`src/rtl/ea_pkg.sv`:
```
package ea_pkg;

    localparam int MODE_W = 3;

    typedef enum logic [MODE_W-1:0] {
        MODE_IMM  = 3'd0,
        MODE_DIR  = 3'd1,
        MODE_REG  = 3'd2,
        MODE_IND  = 3'd3,
        MODE_IDX  = 3'd4,
        MODE_RIND = 3'd5
    } ea_mode_e;

    typedef enum logic [1:0] {
        ST_IDLE  = 2'd0,
        ST_FIRST = 2'd1,
        ST_CHAIN = 2'd2
    } ea_state_e;

endpackage

```
`src/rtl/ea_addr_calc.sv`:
```
module ea_addr_calc
    import ea_pkg::*;
#(
    parameter int ADDR_W = 12,
    parameter int DATA_W = 16
) (
    input  logic [MODE_W-1:0] mode,
    input  logic [ADDR_W-1:0] field,
    input  logic [DATA_W-1:0] reg_val,
    output logic [ADDR_W-1:0] first_addr,
    output logic              needs_mem,
    output logic              two_step,
    output logic [DATA_W-1:0] direct_val
);

    localparam int PAD_W = DATA_W - ADDR_W;

    logic [ADDR_W-1:0] reg_addr;
    assign reg_addr = reg_val[ADDR_W-1:0];

    always_comb begin
        first_addr = field;
        needs_mem  = 1'b0;
        two_step   = 1'b0;
        direct_val = '0;
        case (mode)
            MODE_IMM:  direct_val = {{PAD_W{1'b0}}, field};
            MODE_REG:  direct_val = reg_val;
            MODE_DIR:  needs_mem = 1'b1;
            MODE_IND: begin
                needs_mem = 1'b1;
                two_step  = 1'b1;
            end
            MODE_IDX: begin
                needs_mem  = 1'b1;
                first_addr = field + reg_addr;
            end
            MODE_RIND: begin
                needs_mem  = 1'b1;
                first_addr = reg_addr;
            end
            default: direct_val = '0;
        endcase
    end

endmodule

```
`src/rtl/ea_ctrl.sv`:
```
module ea_ctrl
    import ea_pkg::*;
#(
    parameter int ADDR_W = 12,
    parameter int DATA_W = 16
) (
    input  logic              clk,
    input  logic              rst_n,
    input  logic              start,
    input  logic [ADDR_W-1:0] first_addr,
    input  logic              needs_mem,
    input  logic              two_step,
    input  logic [DATA_W-1:0] direct_val,
    input  logic [DATA_W-1:0] mem_rdata,
    output logic              mem_rd,
    output logic [ADDR_W-1:0] mem_addr,
    output logic              busy,
    output logic              done,
    output logic [ADDR_W-1:0] ea,
    output logic              ea_valid,
    output logic [DATA_W-1:0] operand
);

    ea_state_e         state, nxt;
    logic              chain_q;
    logic [ADDR_W-1:0] pend_ea;
    logic              accept;

    assign accept = start && (state == ST_IDLE);
    assign busy   = (state != ST_IDLE);

    always_comb begin
        nxt = state;
        unique case (state)
            ST_IDLE:  if (accept && needs_mem) nxt = ST_FIRST;
            ST_FIRST: nxt = chain_q ? ST_CHAIN : ST_IDLE;
            ST_CHAIN: nxt = ST_IDLE;
            default:  nxt = ST_IDLE;
        endcase
    end

    always_ff @(posedge clk) begin
        if (!rst_n) state <= ST_IDLE;
        else        state <= nxt;
    end

    always_comb begin
        mem_rd   = 1'b0;
        mem_addr = first_addr;
        unique case (state)
            ST_IDLE:  mem_rd = accept && needs_mem;
            ST_FIRST: begin
                mem_rd   = chain_q;
                mem_addr = mem_rdata[ADDR_W-1:0];
            end
            ST_CHAIN: mem_rd = 1'b0;
            default:  mem_rd = 1'b0;
        endcase
    end

    always_ff @(posedge clk) begin
        if (!rst_n) begin
            done     <= 1'b0;
            ea       <= '0;
            ea_valid <= 1'b0;
            operand  <= '0;
            pend_ea  <= '0;
            chain_q  <= 1'b0;
        end else begin
            done <= 1'b0;
            unique case (state)
                ST_IDLE: if (accept) begin
                    if (needs_mem) begin
                        pend_ea <= first_addr;
                        chain_q <= two_step;
                    end else begin
                        done     <= 1'b1;
                        ea       <= '0;
                        ea_valid <= 1'b0;
                        operand  <= direct_val;
                    end
                end
                ST_FIRST: begin
                    if (chain_q) begin
                        pend_ea <= mem_rdata[ADDR_W-1:0];
                    end else begin
                        done     <= 1'b1;
                        ea       <= pend_ea;
                        ea_valid <= 1'b1;
                        operand  <= mem_rdata;
                    end
                end
                ST_CHAIN: begin
                    done     <= 1'b1;
                    ea       <= pend_ea;
                    ea_valid <= 1'b1;
                    operand  <= mem_rdata;
                end
                default: done <= 1'b0;
            endcase
        end
    end

endmodule

```
`src/rtl/ea_unit.sv`:
```
module ea_unit
    import ea_pkg::*;
#(
    parameter int ADDR_W    = 12,
    parameter int DATA_W    = 16,
    parameter int REG_COUNT = 16
) (
    input  logic                         clk,
    input  logic                         rst_n,
    input  logic                         start,
    input  logic [MODE_W-1:0]            mode,
    input  logic [ADDR_W-1:0]            addr_field,
    input  logic [$clog2(REG_COUNT)-1:0] reg_idx,
    output logic [$clog2(REG_COUNT)-1:0] rf_sel,
    input  logic [DATA_W-1:0]            rf_data,
    output logic                         mem_rd,
    output logic [ADDR_W-1:0]            mem_addr,
    input  logic [DATA_W-1:0]            mem_rdata,
    output logic                         busy,
    output logic                         done,
    output logic [ADDR_W-1:0]            ea,
    output logic                         ea_valid,
    output logic [DATA_W-1:0]            operand
);

    logic [ADDR_W-1:0] first_addr;
    logic              needs_mem;
    logic              two_step;
    logic [DATA_W-1:0] direct_val;

    assign rf_sel = reg_idx;

    ea_addr_calc #(.ADDR_W(ADDR_W), .DATA_W(DATA_W)) i_calc (
        .mode       (mode),
        .field      (addr_field),
        .reg_val    (rf_data),
        .first_addr (first_addr),
        .needs_mem  (needs_mem),
        .two_step   (two_step),
        .direct_val (direct_val)
    );

    ea_ctrl #(.ADDR_W(ADDR_W), .DATA_W(DATA_W)) i_ctrl (
        .clk        (clk),
        .rst_n      (rst_n),
        .start      (start),
        .first_addr (first_addr),
        .needs_mem  (needs_mem),
        .two_step   (two_step),
        .direct_val (direct_val),
        .mem_rdata  (mem_rdata),
        .mem_rd     (mem_rd),
        .mem_addr   (mem_addr),
        .busy       (busy),
        .done       (done),
        .ea         (ea),
        .ea_valid   (ea_valid),
        .operand    (operand)
    );

endmodule

```
`config.mk`:
```
export PLATFORM = sky130hd
export DESIGN_NAME = ea_unit
export DESIGN_NICKNAME = d
export VERILOG_FILES = /design/src/rtl/ea_pkg.sv /design/src/rtl/ea_addr_calc.sv /design/src/rtl/ea_ctrl.sv /design/src/rtl/ea_unit.sv
export SDC_FILE = /design/constraint.sdc
export NUM_CORES = 1
export LEC_CHECK = 0
export BUFFER_PORTS_ARGS = -buffer_cell sky130_fd_sc_hd__buf_2
export CAP_MARGIN = 40
export CORE_ASPECT_RATIO = 1.4
export CORE_MARGIN = 2
export CORE_UTILIZATION = 57
export CTS_BUF_LIST = sky130_fd_sc_hd__clkbuf_4 sky130_fd_sc_hd__clkbuf_8 sky130_fd_sc_hd__clkbuf_16
export CTS_CLUSTER_SIZE = 25
export DETAILED_ROUTE_END_ITERATION = 8
export GPL_ROUTABILITY_DRIVEN = 1
export PLACE_DENSITY = 0.87
export SYNTH_ARGS = -nofsm -noshare
export SYNTH_HDL_FRONTEND = slang
export SYNTH_HIERARCHICAL = 1
export SYNTH_SLANG_ARGS = --single-unit
```
`constraint.sdc`:
```
create_clock -name clk -period 3.2 [get_ports clk]
set_input_delay 0 -clock clk [delete_from_list [all_inputs] [get_ports clk]]
set_output_delay 0 -clock clk [all_outputs]
set_load 0.02 [all_outputs]
```
==> results.md, run 1 <==
* Status: finished clean
* Max Clk Rate at ~0.44 GHz
* CTS buffer count at 5
* Period utilization at a little under three quarters
* Post-Synth Adder-Cell Area at around 6.8%
* Gate Count Post-Synth at just over 400
* Total power at roughly 1.6 mW
* CTS tree: done
* Final Setup Violations at 0
* Largest net degree at the start of global routing at 60
* Most common cell after layout, fill and taps aside: buf_2
* Vias in the first global route at between 3000 and 4000
* DRC at 0
* Mapped Nets at between 400 and 500
* Final setup TNS at 0 ns
* Synth Area in Simple Gates at between 20% and 30%
* P&R area growth vs syn at 14.1%
* Dpl cell area at 3790 um2
* # fillers at between 400 and 500
* Worst-skew pair later-pin latency at around 0.3 ns
* Antenna violations before repair at 0
* H-tree levels at 2
* Unrepaired setup endpoints after global routing: false
* Crit Path Max Fanout at 17
* DRT antenna net count at 0
* Initial Utilization at between 50 and 60%
* Max-cap violations at 0
* Vias per std cell at slightly below 6
* Share of post-route cells with drive strength above 1 at 31.9%
* IO Count at approximately 100
* Reg clk slew, reported paths at around 0.080 ns
* Wire length per cell at ~16 um
* Post_cts resized at 0
* Via Count at 3227
* Post-synth ARST share at 0%
* Crit. End Element: flop
* Post-Synth XOR/XNOR Area at roughly 1.3%
* HP Class: in -> out
* Total congestion overflow at 0
* CTS sink count at 45
* Core area at a little under 6000 um2
* FP Rows at 33
* Leakage at 1.85 nW
* Worst slew pin tran at 0.898 ns
* Crit Path Class: reg -> reg
* Antenna cells at 0
* Width of the die at between 60 and 70 um
* Max IR drop VDD at approximately 0.24 mV
* Rel. slew slack at 40.1%
* RePlAce Congestion at 0.823
* Yosys warns at 6
* Critical path arrival at ~2.5 ns
* Skew final at 0.0103 ns
* Post-synthesis sequential area ratio at roughly a quarter
* Final nets at 547
* First-pass iteration count of the detailed router at 5
* Commonest non-fill, non-tap cells in the layout: buf_2, nand2_1, mux2i_1, dfxtp_1, mux2_2
* Avg Cell Area, Syn at between 8 and 9 um2
* First-pass GRT wire length at 14300 um
* Final instance area at between 3000 and 4000 um2
* Hpwl dp at approximately 6700 um
* Count of cell types in the netlist at 50
* Synthesized area at 3410 um2
* Hold Fails Final Rpt at 0
* Main combinational cell family by area after synthesis: multiplexers
* Main synth FF type: dfxtp_1
* Mux cell area share after synthesis at between 20% and 30%
* Final wirelength at slightly below 9000 um
* Die Span Y at roughly 96 um
* Critical path data required time at ~3.4 ns
* Total GRT Usage at a little over a quarter
* Complex-gate fraction of the synthesized area at about a tenth
* Pwr per Cell Area at 422 nW/um2
* Tmin final at around 2.3 ns
* Area taken by multi-input logic gates at between 2000 and 2500 um2
* DIE AREA at around 6600 um2
* CTS root buffer: clkbuf_8
* First-iteration detailed-routing DRC count at around 180
* Port bufs at 93
* Flops & latches, synth at 45
* Final number of max-transition violations at 0
* Setup Fix Bufs, Post-CTS at 0
* Clock buffer depth at 2
* Final core utilization at 66.8%
* Sequential cell area at roughly 900 um2
* Number of hold buffers added after cts at 0
* Startpoint Class: flop
* Post-synth EDFFs at 0
-- stage by stage --
stage               cells  hold WS [ns]  worst slack [ns]
finish                546    0.00000652             0.907
global route          546     0.0000308             0.723
CTS                   546      0.000236             0.928
detailed placement    538      0.000236             0.811
global placement      538      0.000236             0.892
floorplan             405         0.113              1.07
-- final cells by class --
type,count,area share [%]
multi-input cells,316,58.1
flip-flops and latches,45,23.2
repair buffers,99,13.1
clock buffers,7,2.48
well taps,70,2.25
inverters,8,0.772
clock inverters,1,0.129
-- routing by layer --
metal | vias to the layer above | global-route usage, % | share of wire, %
met1 | 1517 | 28.7 | 38
met5 | - | 0 | 0
met3 | 26 | 4.02 | 5.8
met2 | 127 | 51.9 | 54
met4 | 0 | 10.3 | 2.7
li1 | 1557 | - | -
-- cells by family after synthesis --
logic type / count (synthesis)
AOI/OAI and AO/OA: 49
xor gates and xnor gates: 5
adders and majority gates: 18
buffers and inverters: 44
DFF: 45
muxes: 83
and+or+nand+nor: 161
-- where the power goes --
group	internal (mW)	leakage, nW	switching, mW
clock	0.195	0.0542	0.194
sequential	0.602	0.366	0.0264
combinational	0.255	1.43	0.369
-- critical path: stages, from the launching register on --
cell	delay, ns
dfxtp_1	0.35
inv_1	0.13
ha_1	0.66
a221o_1	0.51
buf_4	0.31
mux2i_1	0.25
-- cell usage after synthesis, types with 6 or more instances --
library cell | n | area share, %
a21oi_1 | 8 | 1.2
and3_1 | 7 | 1.3
buf_2 | 6 | 0.88
clkbuf_1 | 16 | 1.8
dfxtp_1 | 45 | 26
ha_1 | 17 | 6.2
inv_1 | 8 | 0.88
mux2_2 | 29 | 9.6
mux2i_1 | 54 | 16
nand2_1 | 75 | 8.3
nand3_1 | 22 | 3.2
nand4_1 | 12 | 2.2
nor2_1 | 18 | 2.0
nor3_1 | 7 | 1.0
o21ai_0 | 18 | 2.6
-- state kept, by name (all words and copies together) (netlist names) --
register	flops
i_ctrl/operand	16
i_ctrl/ea	12
i_ctrl/pend_ea	12
i_ctrl/state	2
i_ctrl/chain_q	1
i_ctrl/done	1
i_ctrl/ea_valid	1
-- path summary, 6_finish.rpt --
| path | depth (start not counted) | from | slack (ns) | to |
|---|---|---|---|---|
| worst max-delay path | 5 | i_ctrl/state[1] | 0.91 | i_ctrl/operand[8] |
| worst min-delay path | 0 | reg_idx[3] | 0.000007 | rf_sel[3] |
| worst min register to register | 2 | i_ctrl/ea_valid | 0.46 | i_ctrl/ea_valid |
| worst max register to register | 5 | i_ctrl/state[1] | 0.91 | i_ctrl/operand[8] |
(Power assumes the default switching activity.)
==> inputs of run 2 (changes only) <==
- ABC_AREA: default -> 1
- CORE_UTILIZATION: 57 -> 53
- PLACE_DENSITY: 0.87 -> 0.81
- clock period: 3.2 -> 2.25 ns (I/O delays scaled with it)
==> results.md, run 2 <==
* Net Sw Frac at between 50% and 60%
* RePlAce Congestion at about 1.0
* Antenna violations before repair at 0
* Antenna cells at 0
* Leakage at 2.60 nW
* Vias per std cell at 4.78
* Width of the die at between 70 and 80 um
* Total power at between 5 and 6 mW
* Gate Count Post-Synth at about 630
* Most numerous cell on the critical path: nor2_1
* Skew final at 0.00499 ns
* Critical path arrival at around 2.1 ns
* Rel. slew slack at 48.3%
* RR Endpoint: i_ctrl/pend_ea[10]
* Crit Path Max Fanout at 12
* IO Count at a little over 100
* Synth top area share at 24.7%
* Setup Fix Bufs, Post-CTS at 0
* Initial Utilization at roughly 55%
* Reg2Reg Setup Slack at ~0.30 ns
* Final setup TNS at 0 ns
* First-iteration detailed-routing DRC count at around 230
* Slowest cell on crit path: nor2_1
* Worst Setup SP: i_ctrl/state[1]
* Mapped Nets at just over 700
* Yosys warns at 6
* DIE AREA at around 7600 um2
* Critical Path Sink: i_ctrl/pend_ea[10]
* Most common cell in the synthesized netlist: nand2_1
* Cell taking the most area after synthesis: dfxtp_1
* Die Span Y at about 100 um
* Reg2Reg Depth at 8
* Hold Fails Final Rpt at 0
* Max IR drop VDD at roughly 0.52 mV
* Port bufs at 93
* Worst reg2reg startpoint: i_ctrl/state[1]
* H-tree levels at 2
* DRC at 0
* Crit-path cells: inv_1, ha_1, inv_1, nor2_1, nor2_1, nand3_1, nand2_1, nor2_1
* Final number of max-transition violations at 0
* Pwr per Cell Area at around 1200 nW/um2
* P_int at between 2 and 2.5 mW
* Via Count at between 3000 and 4000
* Tmin final at about 2 ns
* Synthesized area at approximately 3600 um2
* Combinational Power Share at around 63%
* First-pass GRT wire length at roughly 16000 um
* Final Setup Violations at 0
* Top cells by count, synth: nand2_1, inv_1, nor2_1
* Max Clk Rate at around 0.51 GHz
* Total congestion overflow at 0
* Core area at approximately 6600 um2
* CP max stage delay at 0.56 ns
* Count of cell types in the netlist at 37
* Worst-skew pair later-pin latency at 0.29 ns
* Flops & latches, synth at 45
* HP Class: in -> out
* Commonest non-fill, non-tap cells in the layout: nand2_1, nor2_1, inv_1, buf_2, dfxtp_1
* Most common cell after layout, fill and taps aside: nand2_1
* Largest regs: i_ctrl/operand (16), i_ctrl/ea (12), i_ctrl/pend_ea (12)
* CTS tree: done
* Main synth FF type: dfxtp_1
* Max FFs per register at 16
* Hold path cells at 0
* Final wirelength at 9350 um
* Worst slew pin tran at between 0.7 and 0.8 ns
* CTS root buffer: clkbuf_8
* CTS sink count at 45
* Startpoint Class: flop
* FP Rows at 35
* Vias in the first global route at around 3600
* Post-synthesis sequential area ratio at approximately a quarter
* Synth area leaders: dfxtp_1, nand2_1, inv_1
* Register with the most flip-flops: i_ctrl/operand
* Net Sw Power at approximately 2.6 mW
* Final nets at a little under 800
* Number of hold buffers added after cts at 0
* Share of post-route cells with drive strength above 1 at between 10% and 20%
* DRT antenna net count at 0
* Critical path data required time at 2.44 ns
* Clock share of power at 10.1%
* Max-cap violations at 0
* Post_cts resized at 0
* Avg Cell Area, Syn at 5.77 um2
* Clock buffer depth at 2
* Period utilization at slightly below 90%
* Status: finished clean
* Hpwl dp at 7540 um
* Crit. End Element: flop
* Unrepaired setup endpoints after global routing: false
* Crit Path Class: reg -> reg
* First-pass iteration count of the detailed router at 4
* Reg clk slew, reported paths at roughly 0.090 ns
* Largest net degree at the start of global routing at 46
* CTS buffer count at 5
* Post-synth ARST share at 0%
* Part of the power in registers at 26.8%
* P&R area growth vs syn at 15.3%
* Post-synth EDFFs at 0
* Wire length per cell at around 12 um
* Total GRT Usage at between 20% and 30%
* # fillers at about 660
run 2: metrics by stage:
step                      utilization (%)  hold slack, ns  std cells  instance area [um2]  setup slack (ns)
after floorplan                         -           0.113        632                 3650             0.710
after global placement               62.3        0.000236        798                 4120             0.360
after detailed placement             62.3        0.000236        798                 4120             0.344
after CTS                            63.6        0.000236        806                 4210             0.336
after global routing                 63.6       0.0000500        806                 4210             0.125
final                                63.6      0.00000719        806                 4210             0.305
run 2: power by group through the flow:
stage	clock [mW]	combinational, mW	sequential (mW)
6_report	0.507	3.18	1.35
5_1_grt	0.555	3.59	1.39
4_1_cts	0.523	3.18	1.35
3_5_place_dp	0	3.16	1.37
3_3_place_gp	0	3.13	1.35
2_1_floorplan	0	2.17	1.63
run 2: worst min-delay path by stage:
stage	start	end	slack [ns]
finish	reg_idx[0]	rf_sel[0]	0.000007
global route	reg_idx[3]	rf_sel[3]	0.00005
CTS	reg_idx[0]	rf_sel[0]	0.0002
detailed placement	reg_idx[0]	rf_sel[0]	0.0002
global placement	reg_idx[0]	rf_sel[0]	0.0002
floorplan	reg_idx[0]	rf_sel[0]	0.11
run 2: area by class of cell:
cell class | instances | area (um2) | share of cell area (%)
inverter | 111 | 429 | 10.2
timing repair buffer | 101 | 538 | 12.8
clock inverter | 3 | 21.3 | 0.506
multi-input combinational | 449 | 2130 | 50.7
tap | 92 | 115 | 2.74
sequential | 45 | 901 | 21.4
clock buffer | 5 | 68.8 | 1.64
run 2: logic make-up after synthesis:
kind of cell	after synthesis	share of synthesized area, %
XOR/XNOR	2	0.480
flip-flops	45	24.7
AO/OA/AOI/OAI	51	8.30
buffers and inverters	138	16.8
AND/OR/NAND/NOR	378	43.3
adder cells (fa/ha/maj)	18	6.38
run 2: critical path, delay by kind of cell, from the launching register on:
family        cells  cell delay [ns]
flops             1             0.42
simple gates      5             0.94
buf+inv           2             0.21
fa+ha+maj         1             0.26
run 2: layer usage:
metal	up-vias	track usage [%]	wire, um
met5	-	0	0
met4	0	8.67	226
met3	16	2.27	365
met2	113	47.7	4800
met1	1660	31.1	3960
li1	2065	-	-
